[src/rtl/memerr_pkg.sv]
// Package memerr_pkg
// Shared constants for the memory error interrupt controller: the cause
// register field positions and the register data width.
// Assumes a 32-bit register port.
package memerr_pkg;
    localparam int REG_DW  = 32;   // register data width
    localparam int CE_BIT  = 0;    // correctable error cause bit
    localparam int UE_BIT  = 1;    // uncorrectable error cause bit
    localparam int PAR_LSB = 2;    // first parity lane cause bit

    // Width of the cause register for a given number of parity lanes.
    function automatic int cause_width(input int lanes);
        return lanes + 3;
    endfunction

    // Bit position of the address error cause for a given lane count.
    function automatic int aerr_bit(input int lanes);
        return PAR_LSB + lanes;
    endfunction
endpackage

[src/rtl/memerr_cause_reg.sv]
// Module memerr_cause_reg
// Holds the sticky cause register and the enable register. Events set
// cause bits. Write-one-to-clear writes to the cause index clear them, and
// in legacy mode so do writes to the enable index. A set always beats a
// clear in the same cycle.
// Assumes event inputs are single-cycle pulses synchronous to clk.
module memerr_cause_reg
    import memerr_pkg::*;
#(
    parameter int PAR_LANES    = 4,
    parameter int LEGACY_CLEAR = 0,
    localparam int CW          = cause_width(PAR_LANES)
) (
    input  logic                 clk,
    input  logic                 rst_n,
    input  logic                 ce_evt,
    input  logic                 ue_evt,
    input  logic [PAR_LANES-1:0] par_evt,
    input  logic                 aerr_evt,
    input  logic                 cause_wr,
    input  logic                 enable_wr,
    input  logic [CW-1:0]        wdata,
    output logic [CW-1:0]        cause_q,
    output logic [CW-1:0]        enable_q
);
    localparam int AB = aerr_bit(PAR_LANES);

    logic [CW-1:0] set_mask;
    logic [CW-1:0] clr_mask;
    logic          any_evt;

    // Build the set mask from the incoming event pulses.
    always_comb begin
        set_mask                            = '0;
        set_mask[CE_BIT]                    = ce_evt;
        set_mask[UE_BIT]                    = ue_evt;
        set_mask[PAR_LSB +: PAR_LANES]      = par_evt;
        set_mask[AB]                        = aerr_evt;
    end

    assign any_evt = |set_mask;

    // Select the clear sources: the cause write, plus the enable write in legacy mode.
    generate
        if (LEGACY_CLEAR != 0) begin : g_legacy
            always_comb begin
                clr_mask = '0;
                if (cause_wr)  clr_mask = clr_mask | wdata;
                if (enable_wr) clr_mask = clr_mask | wdata;
            end
        end else begin : g_normal
            always_comb begin
                clr_mask = cause_wr ? wdata : '0;
            end
        end
    endgenerate

    // Update the cause register; new events win over clears.
    always_ff @(posedge clk) begin
        if (!rst_n) cause_q <= '0;
        else        cause_q <= (cause_q & ~clr_mask) | set_mask;
    end

    // Store the enable register on a write to its index.
    always_ff @(posedge clk) begin
        if (!rst_n)         enable_q <= '0;
        else if (enable_wr) enable_q <= wdata;
    end

    AST_EVENT_WINS: assert property (@(posedge clk) disable iff (!rst_n)
        (ue_evt || aerr_evt) |=> (cause_q[UE_BIT] || cause_q[AB]));

    AST_W1C_CLEARS: assert property (@(posedge clk) disable iff (!rst_n)
        (cause_wr && wdata[CE_BIT] && !ce_evt) |=> !cause_q[CE_BIT]);

    AST_ZERO_KEEPS: assert property (@(posedge clk) disable iff (!rst_n)
        (cause_wr && !enable_wr && (wdata == '0) && !any_evt) |=> $stable(cause_q));

    generate
        if (LEGACY_CLEAR != 0) begin : g_ast_legacy
            AST_LEGACY_CLEAR: assert property (@(posedge clk) disable iff (!rst_n)
                (enable_wr && wdata[UE_BIT] && !ue_evt) |=> !cause_q[UE_BIT]);
        end else begin : g_ast_normal
            AST_ENABLE_ISOLATED: assert property (@(posedge clk) disable iff (!rst_n)
                (enable_wr && !cause_wr && !any_evt) |=> $stable(cause_q));
        end
    endgenerate
endmodule

[src/rtl/memerr_capture.sv]
// Module memerr_capture
// Keeps the failing address and data words of one ECC error class. It
// loads on an event only while the matching cause bit is clear, so the
// first error stays until software clears the cause.
// Assumes held_i is the current (registered) cause bit of this class.
module memerr_capture
    import memerr_pkg::*;
#(
    parameter int ERR_AW = 28,
    parameter int WORDS  = 5
) (
    input  logic                    clk,
    input  logic                    rst_n,
    input  logic                    evt_i,
    input  logic                    held_i,
    input  logic [ERR_AW-1:0]       addr_i,
    input  logic [WORDS*REG_DW-1:0] data_i,
    output logic [ERR_AW-1:0]       addr_q,
    output logic [WORDS*REG_DW-1:0] data_q
);
    logic load;

    assign load = evt_i && !held_i;

    // Latch the failing address on a first error.
    always_ff @(posedge clk) begin
        if (!rst_n)    addr_q <= '0;
        else if (load) addr_q <= addr_i;
    end

    generate
        for (genvar w = 0; w < WORDS; w++) begin : g_word
            // Latch data word w on a first error.
            always_ff @(posedge clk) begin
                if (!rst_n)    data_q[w*REG_DW +: REG_DW] <= '0;
                else if (load) data_q[w*REG_DW +: REG_DW] <= data_i[w*REG_DW +: REG_DW];
            end
        end
    endgenerate

    AST_CAPTURE_HOLD: assert property (@(posedge clk) disable iff (!rst_n)
        held_i |=> ($stable(addr_q) && $stable(data_q)));

    AST_CAPTURE_LOAD: assert property (@(posedge clk) disable iff (!rst_n)
        (evt_i && !held_i) |=> (addr_q == $past(addr_i)));
endmodule

[src/rtl/memerr_summary.sv]
// Module memerr_summary
// Forms the masked interrupt and the fatal line from the cause and enable
// registers, and keeps the sticky summary bit that the platform clears
// with a write of one.
// Assumes cause bit 0 is the only non-fatal source.
module memerr_summary
    import memerr_pkg::*;
#(
    parameter int CW = 7
) (
    input  logic          clk,
    input  logic          rst_n,
    input  logic [CW-1:0] cause_q,
    input  logic [CW-1:0] enable_q,
    input  logic          sum_clr,
    output logic          sum_q,
    output logic          irq_o,
    output logic          fatal_o
);
    logic active;

    assign active = |(cause_q & enable_q);

    // Register the masked interrupt for one cycle.
    always_ff @(posedge clk) begin
        if (!rst_n) irq_o <= 1'b0;
        else        irq_o <= active;
    end

    // Sticky summary bit; the set condition beats the clear.
    always_ff @(posedge clk) begin
        if (!rst_n)      sum_q <= 1'b0;
        else if (active) sum_q <= 1'b1;
        else if (sum_clr) sum_q <= 1'b0;
    end

    // The fatal line covers every source except the correctable one.
    always_comb begin
        fatal_o = |cause_q[CW-1:UE_BIT];
    end

    AST_IRQ_MASKED: assert property (@(posedge clk) disable iff (!rst_n)
        !active |=> !irq_o);

    AST_SUMMARY_SET: assert property (@(posedge clk) disable iff (!rst_n)
        active |=> sum_q);

    AST_SUMMARY_STICKY: assert property (@(posedge clk) disable iff (!rst_n)
        (sum_q && !sum_clr) |=> sum_q);
endmodule

[src/rtl/memerr_irq_ctrl.sv]
// Module memerr_irq_ctrl
// Top of the memory error interrupt controller. It decodes the register
// port, instantiates the cause/enable registers, one capture set for each
// ECC class and the summary logic, and builds the combinational read mux.
// Assumes single-cycle writes and no read side effects.
module memerr_irq_ctrl
    import memerr_pkg::*;
#(
    parameter int PAR_LANES    = 4,
    parameter int ERR_AW       = 28,
    parameter int WORDS        = 5,
    parameter int LEGACY_CLEAR = 0,
    localparam int REG_AW      = $clog2(3 + 2 * (WORDS + 1))
) (
    input  logic                    clk,
    input  logic                    rst_n,
    input  logic                    reg_wen,
    input  logic [REG_AW-1:0]       reg_addr,
    input  logic [REG_DW-1:0]       reg_wdata,
    output logic [REG_DW-1:0]       reg_rdata,
    input  logic                    ce_evt,
    input  logic [ERR_AW-1:0]       ce_addr,
    input  logic [WORDS*REG_DW-1:0] ce_data,
    input  logic                    ue_evt,
    input  logic [ERR_AW-1:0]       ue_addr,
    input  logic [WORDS*REG_DW-1:0] ue_data,
    input  logic [PAR_LANES-1:0]    par_evt,
    input  logic                    aerr_evt,
    output logic                    irq_o,
    output logic                    fatal_o
);
    localparam int CW      = cause_width(PAR_LANES);
    localparam int IDX_CAU = 0;
    localparam int IDX_EN  = 1;
    localparam int IDX_SUM = 2;
    localparam int IDX_CE  = 3;
    localparam int IDX_UE  = IDX_CE + 1 + WORDS;
    localparam int NREG    = IDX_UE + 1 + WORDS;
    localparam int NCLASS  = 2;

    logic                    cause_wr;
    logic                    enable_wr;
    logic                    sum_clr;
    logic [CW-1:0]           cause_q;
    logic [CW-1:0]           enable_q;
    logic                    sum_q;
    logic [ERR_AW-1:0]       cap_addr [NCLASS];
    logic [WORDS*REG_DW-1:0] cap_data [NCLASS];
    logic [REG_DW-1:0]       rd_tab   [NREG];
    logic                    unused_wdata;

    // Decode the write strobe per register index.
    always_comb begin
        cause_wr  = reg_wen && (reg_addr == REG_AW'(IDX_CAU));
        enable_wr = reg_wen && (reg_addr == REG_AW'(IDX_EN));
        sum_clr   = reg_wen && (reg_addr == REG_AW'(IDX_SUM)) && reg_wdata[0];
    end

    assign unused_wdata = ^reg_wdata[REG_DW-1:CW];

    memerr_cause_reg #(
        .PAR_LANES    (PAR_LANES),
        .LEGACY_CLEAR (LEGACY_CLEAR)
    ) cause_i (
        .clk       (clk),
        .rst_n     (rst_n),
        .ce_evt    (ce_evt),
        .ue_evt    (ue_evt),
        .par_evt   (par_evt),
        .aerr_evt  (aerr_evt),
        .cause_wr  (cause_wr),
        .enable_wr (enable_wr),
        .wdata     (reg_wdata[CW-1:0]),
        .cause_q   (cause_q),
        .enable_q  (enable_q)
    );

    generate
        for (genvar c = 0; c < NCLASS; c++) begin : g_cap
            localparam int BIT = (c == 0) ? CE_BIT : UE_BIT;
            memerr_capture #(
                .ERR_AW (ERR_AW),
                .WORDS  (WORDS)
            ) cap_i (
                .clk    (clk),
                .rst_n  (rst_n),
                .evt_i  ((c == 0) ? ce_evt  : ue_evt),
                .held_i (cause_q[BIT]),
                .addr_i ((c == 0) ? ce_addr : ue_addr),
                .data_i ((c == 0) ? ce_data : ue_data),
                .addr_q (cap_addr[c]),
                .data_q (cap_data[c])
            );
        end
    endgenerate

    memerr_summary #(
        .CW (CW)
    ) sum_i (
        .clk      (clk),
        .rst_n    (rst_n),
        .cause_q  (cause_q),
        .enable_q (enable_q),
        .sum_clr  (sum_clr),
        .sum_q    (sum_q),
        .irq_o    (irq_o),
        .fatal_o  (fatal_o)
    );

    // Fill the control entries of the read table.
    always_comb begin
        rd_tab[IDX_CAU]            = '0;
        rd_tab[IDX_CAU][CW-1:0]    = cause_q;
        rd_tab[IDX_EN]             = '0;
        rd_tab[IDX_EN][CW-1:0]     = enable_q;
        rd_tab[IDX_SUM]            = '0;
        rd_tab[IDX_SUM][0]         = sum_q;
    end

    generate
        for (genvar c = 0; c < NCLASS; c++) begin : g_rd
            localparam int BASE = (c == 0) ? IDX_CE : IDX_UE;
            // Zero-extend the captured address into its read slot.
            always_comb begin
                rd_tab[BASE]             = '0;
                rd_tab[BASE][ERR_AW-1:0] = cap_addr[c];
            end
            for (genvar w = 0; w < WORDS; w++) begin : g_w
                assign rd_tab[BASE + 1 + w] = cap_data[c][w*REG_DW +: REG_DW];
            end
        end
    endgenerate

    // Select read data; indices past the table read zero.
    always_comb begin
        reg_rdata = '0;
        for (int i = 0; i < NREG; i++) begin
            if (reg_addr == REG_AW'(i)) reg_rdata = rd_tab[i];
        end
    end

    AST_FATAL_SOURCE: assert property (@(posedge clk) disable iff (!rst_n)
        $rose(fatal_o) |-> $past(ue_evt || (|par_evt) || aerr_evt));

    AST_FATAL_NOT_MASKED: assert property (@(posedge clk) disable iff (!rst_n)
        (ue_evt || aerr_evt) |=> fatal_o);

    AST_RESET_QUIET: assert property (@(posedge clk)
        !rst_n |=> (!irq_o && !fatal_o));
endmodule

[config.mk]
export PLATFORM = sky130hd
export DESIGN_NAME = memerr_irq_ctrl
export DESIGN_NICKNAME = d
export VERILOG_FILES = /design/src/rtl/memerr_pkg.sv /design/src/rtl/memerr_cause_reg.sv /design/src/rtl/memerr_capture.sv /design/src/rtl/memerr_summary.sv /design/src/rtl/memerr_irq_ctrl.sv
export SDC_FILE = /design/constraint.sdc
export NUM_CORES = 1
export LEC_CHECK = 0
export BUFFER_PORTS_ARGS = -buffer_cell sky130_fd_sc_hd__buf_2
export CORE_MARGIN = 2
export CORE_UTILIZATION = 35
export CTS_BUF_LIST = sky130_fd_sc_hd__clkbuf_8
export CTS_CLUSTER_SIZE = 8
export DETAILED_ROUTE_END_ITERATION = 10
export MAX_ROUTING_LAYER = met4
export PLACE_DENSITY_LB_ADDON = 0.3
export SYNTH_ARGS = -nofsm -noshare
export SYNTH_HDL_FRONTEND = slang
export SYNTH_SLANG_ARGS = --single-unit
export TNS_END_PERCENT = 1
[constraint.sdc]
create_clock -name clk -period 1.7 [get_ports clk]
set_input_delay 0.255 -clock clk [delete_from_list [all_inputs] [get_ports clk]]
set_output_delay 0.255 -clock clk [all_outputs]
set_load 0.02 [all_outputs]
# == After elaboration in Yosys (flattened, before gate mapping) ==
# Index checks and enable logic that the tools add are counted.
# W data, S select, Z words.
# word_totals
ff_bits,392
input_bits,422
output_inout_bits,34
word_cells,64
# classes
n_eq_ne,14
mux,18
n_bitwise,4
n_reduce_logical,12
# op_table
operator,count
$mux W32,14
$eq A4 B4 Y1 const B,7
$eq A4 B3 Y1 const B,4
$and A7 B7 Y7,2
$mux W7,2
$eq A4 B2 Y1 const B,2
$not A7 Y7,1
$or A7 B7 Y7,1
$reduce_or A7 Y1,1
$logic_and A1 B1 Y1,6
$reduce_or A6 Y1,1
$eq A4 B1 Y1 const B,1
$logic_not A4 Y1,1
$logic_not A1 Y1,2
$mux W1,2
$reduce_bool A2 Y1,1

# == Longest topological paths before layout ==
# depth
depth_word,16
depth_mapped,8
depth_no_buf,5

# == Cells and area by module ==
# A second synthesis with hierarchy kept.
# unflattened
hier_cells,2354
area_unflattened_um2,19787.7
# modules_own_cells
mod,instances,cells_per_inst,area_each_um2,seq_area_each_um2
memerr_capture,2,816,7532.2,3763.6
memerr_irq_ctrl,1,659,4086.4,0.0
memerr_cause_reg,1,51,533.0,280.3
memerr_summary,1,12,103.8,40.0

# == Least setup slack after synthesis ==
# No wires, ideal clock.
# synth_path
path_kind,input to output
from,in reg_addr[3]
to,out reg_rdata[12]
t_arrival_ns,1.817
t_required_ns,1.445
path_slack_ns,-0.372
cell_stages,6
path_buffers,2
cell_sequence,buf_2 -> nor4bb_1 -> buf_2 -> a211oi_1 -> o311a_1 -> a311oi_1
# synth_between
elab_chain_cells,14
word_cells_on_any_way,26
cone_classes,eq/ne: 13; mux: 13
# synth_lines
item,line_no,text
start: declaration,memerr_irq_ctrl.sv:18,"input logic [REG_AW-1:0] reg_addr,"
$eq A4 B2 Y1,memerr_irq_ctrl.sv:138,if (reg_addr == REG_AW'(i)) reg_rdata = rd_tab[i];
$mux W32 (12 in series),memerr_irq_ctrl.sv:138,
$mux W32 *,memerr_irq_ctrl.sv:138,
end: declaration,memerr_irq_ctrl.sv:20,"output logic [REG_DW-1:0] reg_rdata,"
# Every way passes the cells marked *; elsewhere a longest branch is shown, timed or not.

# == Final worst setup path ==
# layout_path
from,reg g_cap[0].cap_i.data_q[21]
to,out reg_rdata[21]
# layout_between
elab_chain_cells,11
# layout_lines
item,line_no,text
start: declaration,memerr_capture.sv:19,output logic [WORDS*REG_DW-1:0] data_q
start signal: indexed assignment,memerr_capture.sv:36,else if (load) data_q[w*REG_DW +: REG_DW] <= data_i[w*REG_DW +: REG_DW];
$mux W32 (11 in series),memerr_irq_ctrl.sv:138,
# Every way passes these cells.

==> impl_metrics.json <==
{
  "holdCritPathClass": "in -> reg",
  "wl_per_cell_um": 22.4,
  "initial_utilization_pct": 35.4,
  "post-route-drc-count": 0,
  "post-route-min-period_ns": 2.48,
  "worst_slew_pin_slew_ns": 0.553,
  "drtPass1Iterations": 6,
  "synth.cell_area_mm2": 0.0173,
  "cellPowerDensity_mw_per_mm2": 857,
  "synth_async_sr_flop_share_pct": 0,
  "core_mm2": 0.0488,
  "synth-seq-cells": 392,
  "synth_fp_nets": 2750,
  "synth.most_common_cell": "nand2_1",
  "synth_edf_count": 0,
  "hold_ws_ns": 0.113,
  "placed_area_mm2": 0.0221,
  "period_share_pct": 146,
  "rr_startpoint": "cause_i.cause_q[0]",
  "place.detailed.hpwl_um": 64800,
  "viasPerCell": 5.37,
  "pwr-share-comb_pct": 20.0,
  "p_leak_nw": 11.8,
  "grt_pass1_wl_um": 129000,
  "power.net_switching_mw": 7.11,
  "crit_type": "reg -> out",
  "internal_power_mw": 17.0,
  "synthFlopType": "dfxtp_1",
  "numCtsBuffers": 70,
  "setup_violations": 33,
  "drv_slew": 0,
  "layout_setup_ws_ns": -0.777,
  "p_sw_share_pct": 29.4,
  "top_level_ports": 456,
  "synth_seq_area_share_pct": 45.4,
  "violations": "negative setup slack",
  "end_kind": "output port",
  "clock_sinks": 392,
  "synthToLayoutAreaGrowth_pct": 62.9,
  "yosysUniqueCellTypes": 71,
  "gp_congestion": 1.03,
  "syn_area_per_cell_um2": 7.43,
  "cp-start-kind": "flip-flop",
  "wl_um": 90100,
  "cp-endpoint": "reg_rdata[21]",
  "outcome": "finished, violations left",
  "hold_viol_final": 0,
  "vias": 21600,
  "worstSkewPairLatency_ns": 0.67,
  "antenna_left": 0,
  "p_clk_share_pct": 37.9,
  "r2r_setup_slack_ns": 0.19,
  "yosysWarnings": 0,
  "synthTopCellsByArea": "dfxtp_1 45%, nand2_1 18%, a21oi_1 13%",
  "arrival_ns": 2.22,
  "peakVddDrop_uv": 625,
  "cp.required_ns": 1.44,
  "layout.nets": 3738,
  "antenna_found_initial": 2,
  "drive_gt1_share_pct": 28.9,
  "cts.clk_slew.worst_paths_ns": 0.07,
  "seqPwrFrac_pct": 42.1,
  "path_max_fanout": 2,
  "fillers": 4334,
  "row_count": 81,
  "setup.worst_path.start": "g_cap[0].cap_i.data_q[21]",
  "clock_skew_ns": 0.0260,
  "grt_pass1_vias": 21500,
  "dieArea_mm2": 0.0512,
  "grtUsageTotal_pct": 35.0,
  "slew_headroom_pct": 63.1,
  "cts_tree": "built",
  "reg2reg_to": "g_cap[0].cap_i.data_q[65]",
  "synth_common_cells": "816 x nand2_1, 443 x a21oi_1, 392 x dfxtp_1, 134 x clkbuf_1, 80 x o21ai_0",
  "fmax_ghz": 0.404,
  "initialDrtViolationCount": 2015,
  "maxCapViolCount": 0,
  "gr-total-overflow": 0,
  "netlist.area_leader.share_pct": 45.4,
  "die_h_um": 226,
  "synth_cells": 2328,
  "die-width_um": 226,
  "portBuffers": 430,
  "synth_top_cell_by_area": "dfxtp_1",
  "cts-htree-levels": 3,
  "rsz0062_at_grt": "yes",
  "cts-root-buf": "clkbuf_8",
  "final_cell_area_mm2": 0.0282,
  "rr_worst_depth": 5,
  "clockBufferDepth": 3,
  "grt_start_max_net_pins": 69
}
==> cell type report <==
cell class | count | area, um2 | area share (%)
antenna | 2 | 5.00 | 0.0178
clock buffer | 82 | 1130 | 4.01
clock inverter | 37 | 288 | 1.02
inverter | 5 | 26.3 | 0.0933
multi-input combinational | 1730 | 9140 | 32.5
sequential | 392 | 7910 | 28.1
tap | 664 | 831 | 2.95
timing repair buffer | 1117 | 8840 | 31.4
==> cells by family (layout without fill, tap and decap cells) <==
logic type,Yosys count,after routing,synth area share (%)
DFF,392,392,45.4
AOI/OAI and AO/OA,721,721,24.1
buffers and inverters,206,1241,5.31
muxes,40,40,2.72
and+or+nand+nor,969,969,22.5
other,0,2,0
==> registers in the layout (all words and copies together) (netlist names) <==
register	count
g_cap.cap_i.addr_q	56
cause_i.cause_q	7
sum_i.sum_q	1
sum_i.irq_o	1
cause_i.enable_q	7
g_cap.cap_i.data_q	320
==> worst min path at each step <==
stage	from	endpoint	slack, ns	cells past startpoint
2_1_floorplan	ce_evt	cause_i.cause_q[0]	0.37	2
3_3_place_gp	g_cap[0].cap_i.data_q[74]	g_cap[0].cap_i.data_q[74]	0.44	2
3_5_place_dp	g_cap[0].cap_i.data_q[18]	g_cap[0].cap_i.data_q[18]	0.45	2
4_1_cts	ue_data[26]	g_cap[1].cap_i.data_q[26]	0.05	3
5_1_grt	ue_data[26]	g_cap[1].cap_i.data_q[26]	0.06	3
6_report	ue_data[26]	g_cap[1].cap_i.data_q[26]	0.11	3
==> routing by layer <==
layer | routed length [um] | part of all wire (%) | track usage, % | up-vias
li1 | - | - | - | 9949
met1 | 36600 | 41 | 42.9 | 10200
met2 | 41800 | 46 | 55.8 | 1216
met3 | 6850 | 7.6 | 5.69 | 299
met4 | 4830 | 5.4 | 17.7 | 0
met5 | 0 | 0 | - | -
==> what timing repair did <==
action,4_1_cts,5_1_grt
pin swaps,36,17
buffers inserted,0,1
setup endpoints to repair,33,33
resized for setup,154,46
hold buffers,402,0
hold endpoints to repair,390,0
==> power groups by stage <==
stage / registers [mW] / logic (mW) / clock network, mW
final: 10.2 / 4.83 / 9.15
after global routing: 10.2 / 5.12 / 9.65
after CTS: 10.2 / 4.63 / 9.20
after detailed placement: 10.3 / 3.75 / 0
after global placement: 10.3 / 3.71 / 0
after floorplan: 10.1 / 1.85 / 0
==> worst max-delay path, cell delays in order (launching register included) <==
cell and delay [ns]:
dfxtp_4 0.37, mux2i_1 0.07, or3_1 0.34, nand3_2 0.10, o211ai_1 0.24, a21oi_2 0.30
buf_6 0.15
==> layout by cell type (no fill, tap or decap), types with 25 or more instances in the layout <==
cell type / count
nand2_1: 814
a21oi_1: 433
buf_2: 403
dlygate4sd3_1: 402
dfxtp_1: 352
buf_4: 268
clkbuf_8: 82
o21ai_0: 52
nor2_1: 47
o22ai_1: 41
dfxtp_2: 37
buf_12: 33
nand3_1: 25
mux2i_1: 25
==> stage by stage <==
step,std cells,total power [mW],utilization (%),worst slack (ns),TNS [ns]
finish,4029,24.1,57.6,-0.777,-21.12
global route,4029,25.0,57.6,-0.842,-23.64
CTS,4027,24.0,57.3,-0.832,-22.15
detailed placement,3507,14.1,45.1,-1.53,-21.93
global placement,3507,14.0,45.1,-1.42,-21.11
floorplan,2328,12.0,-,-0.131,-1.96
(Power assumes the default switching activity.)
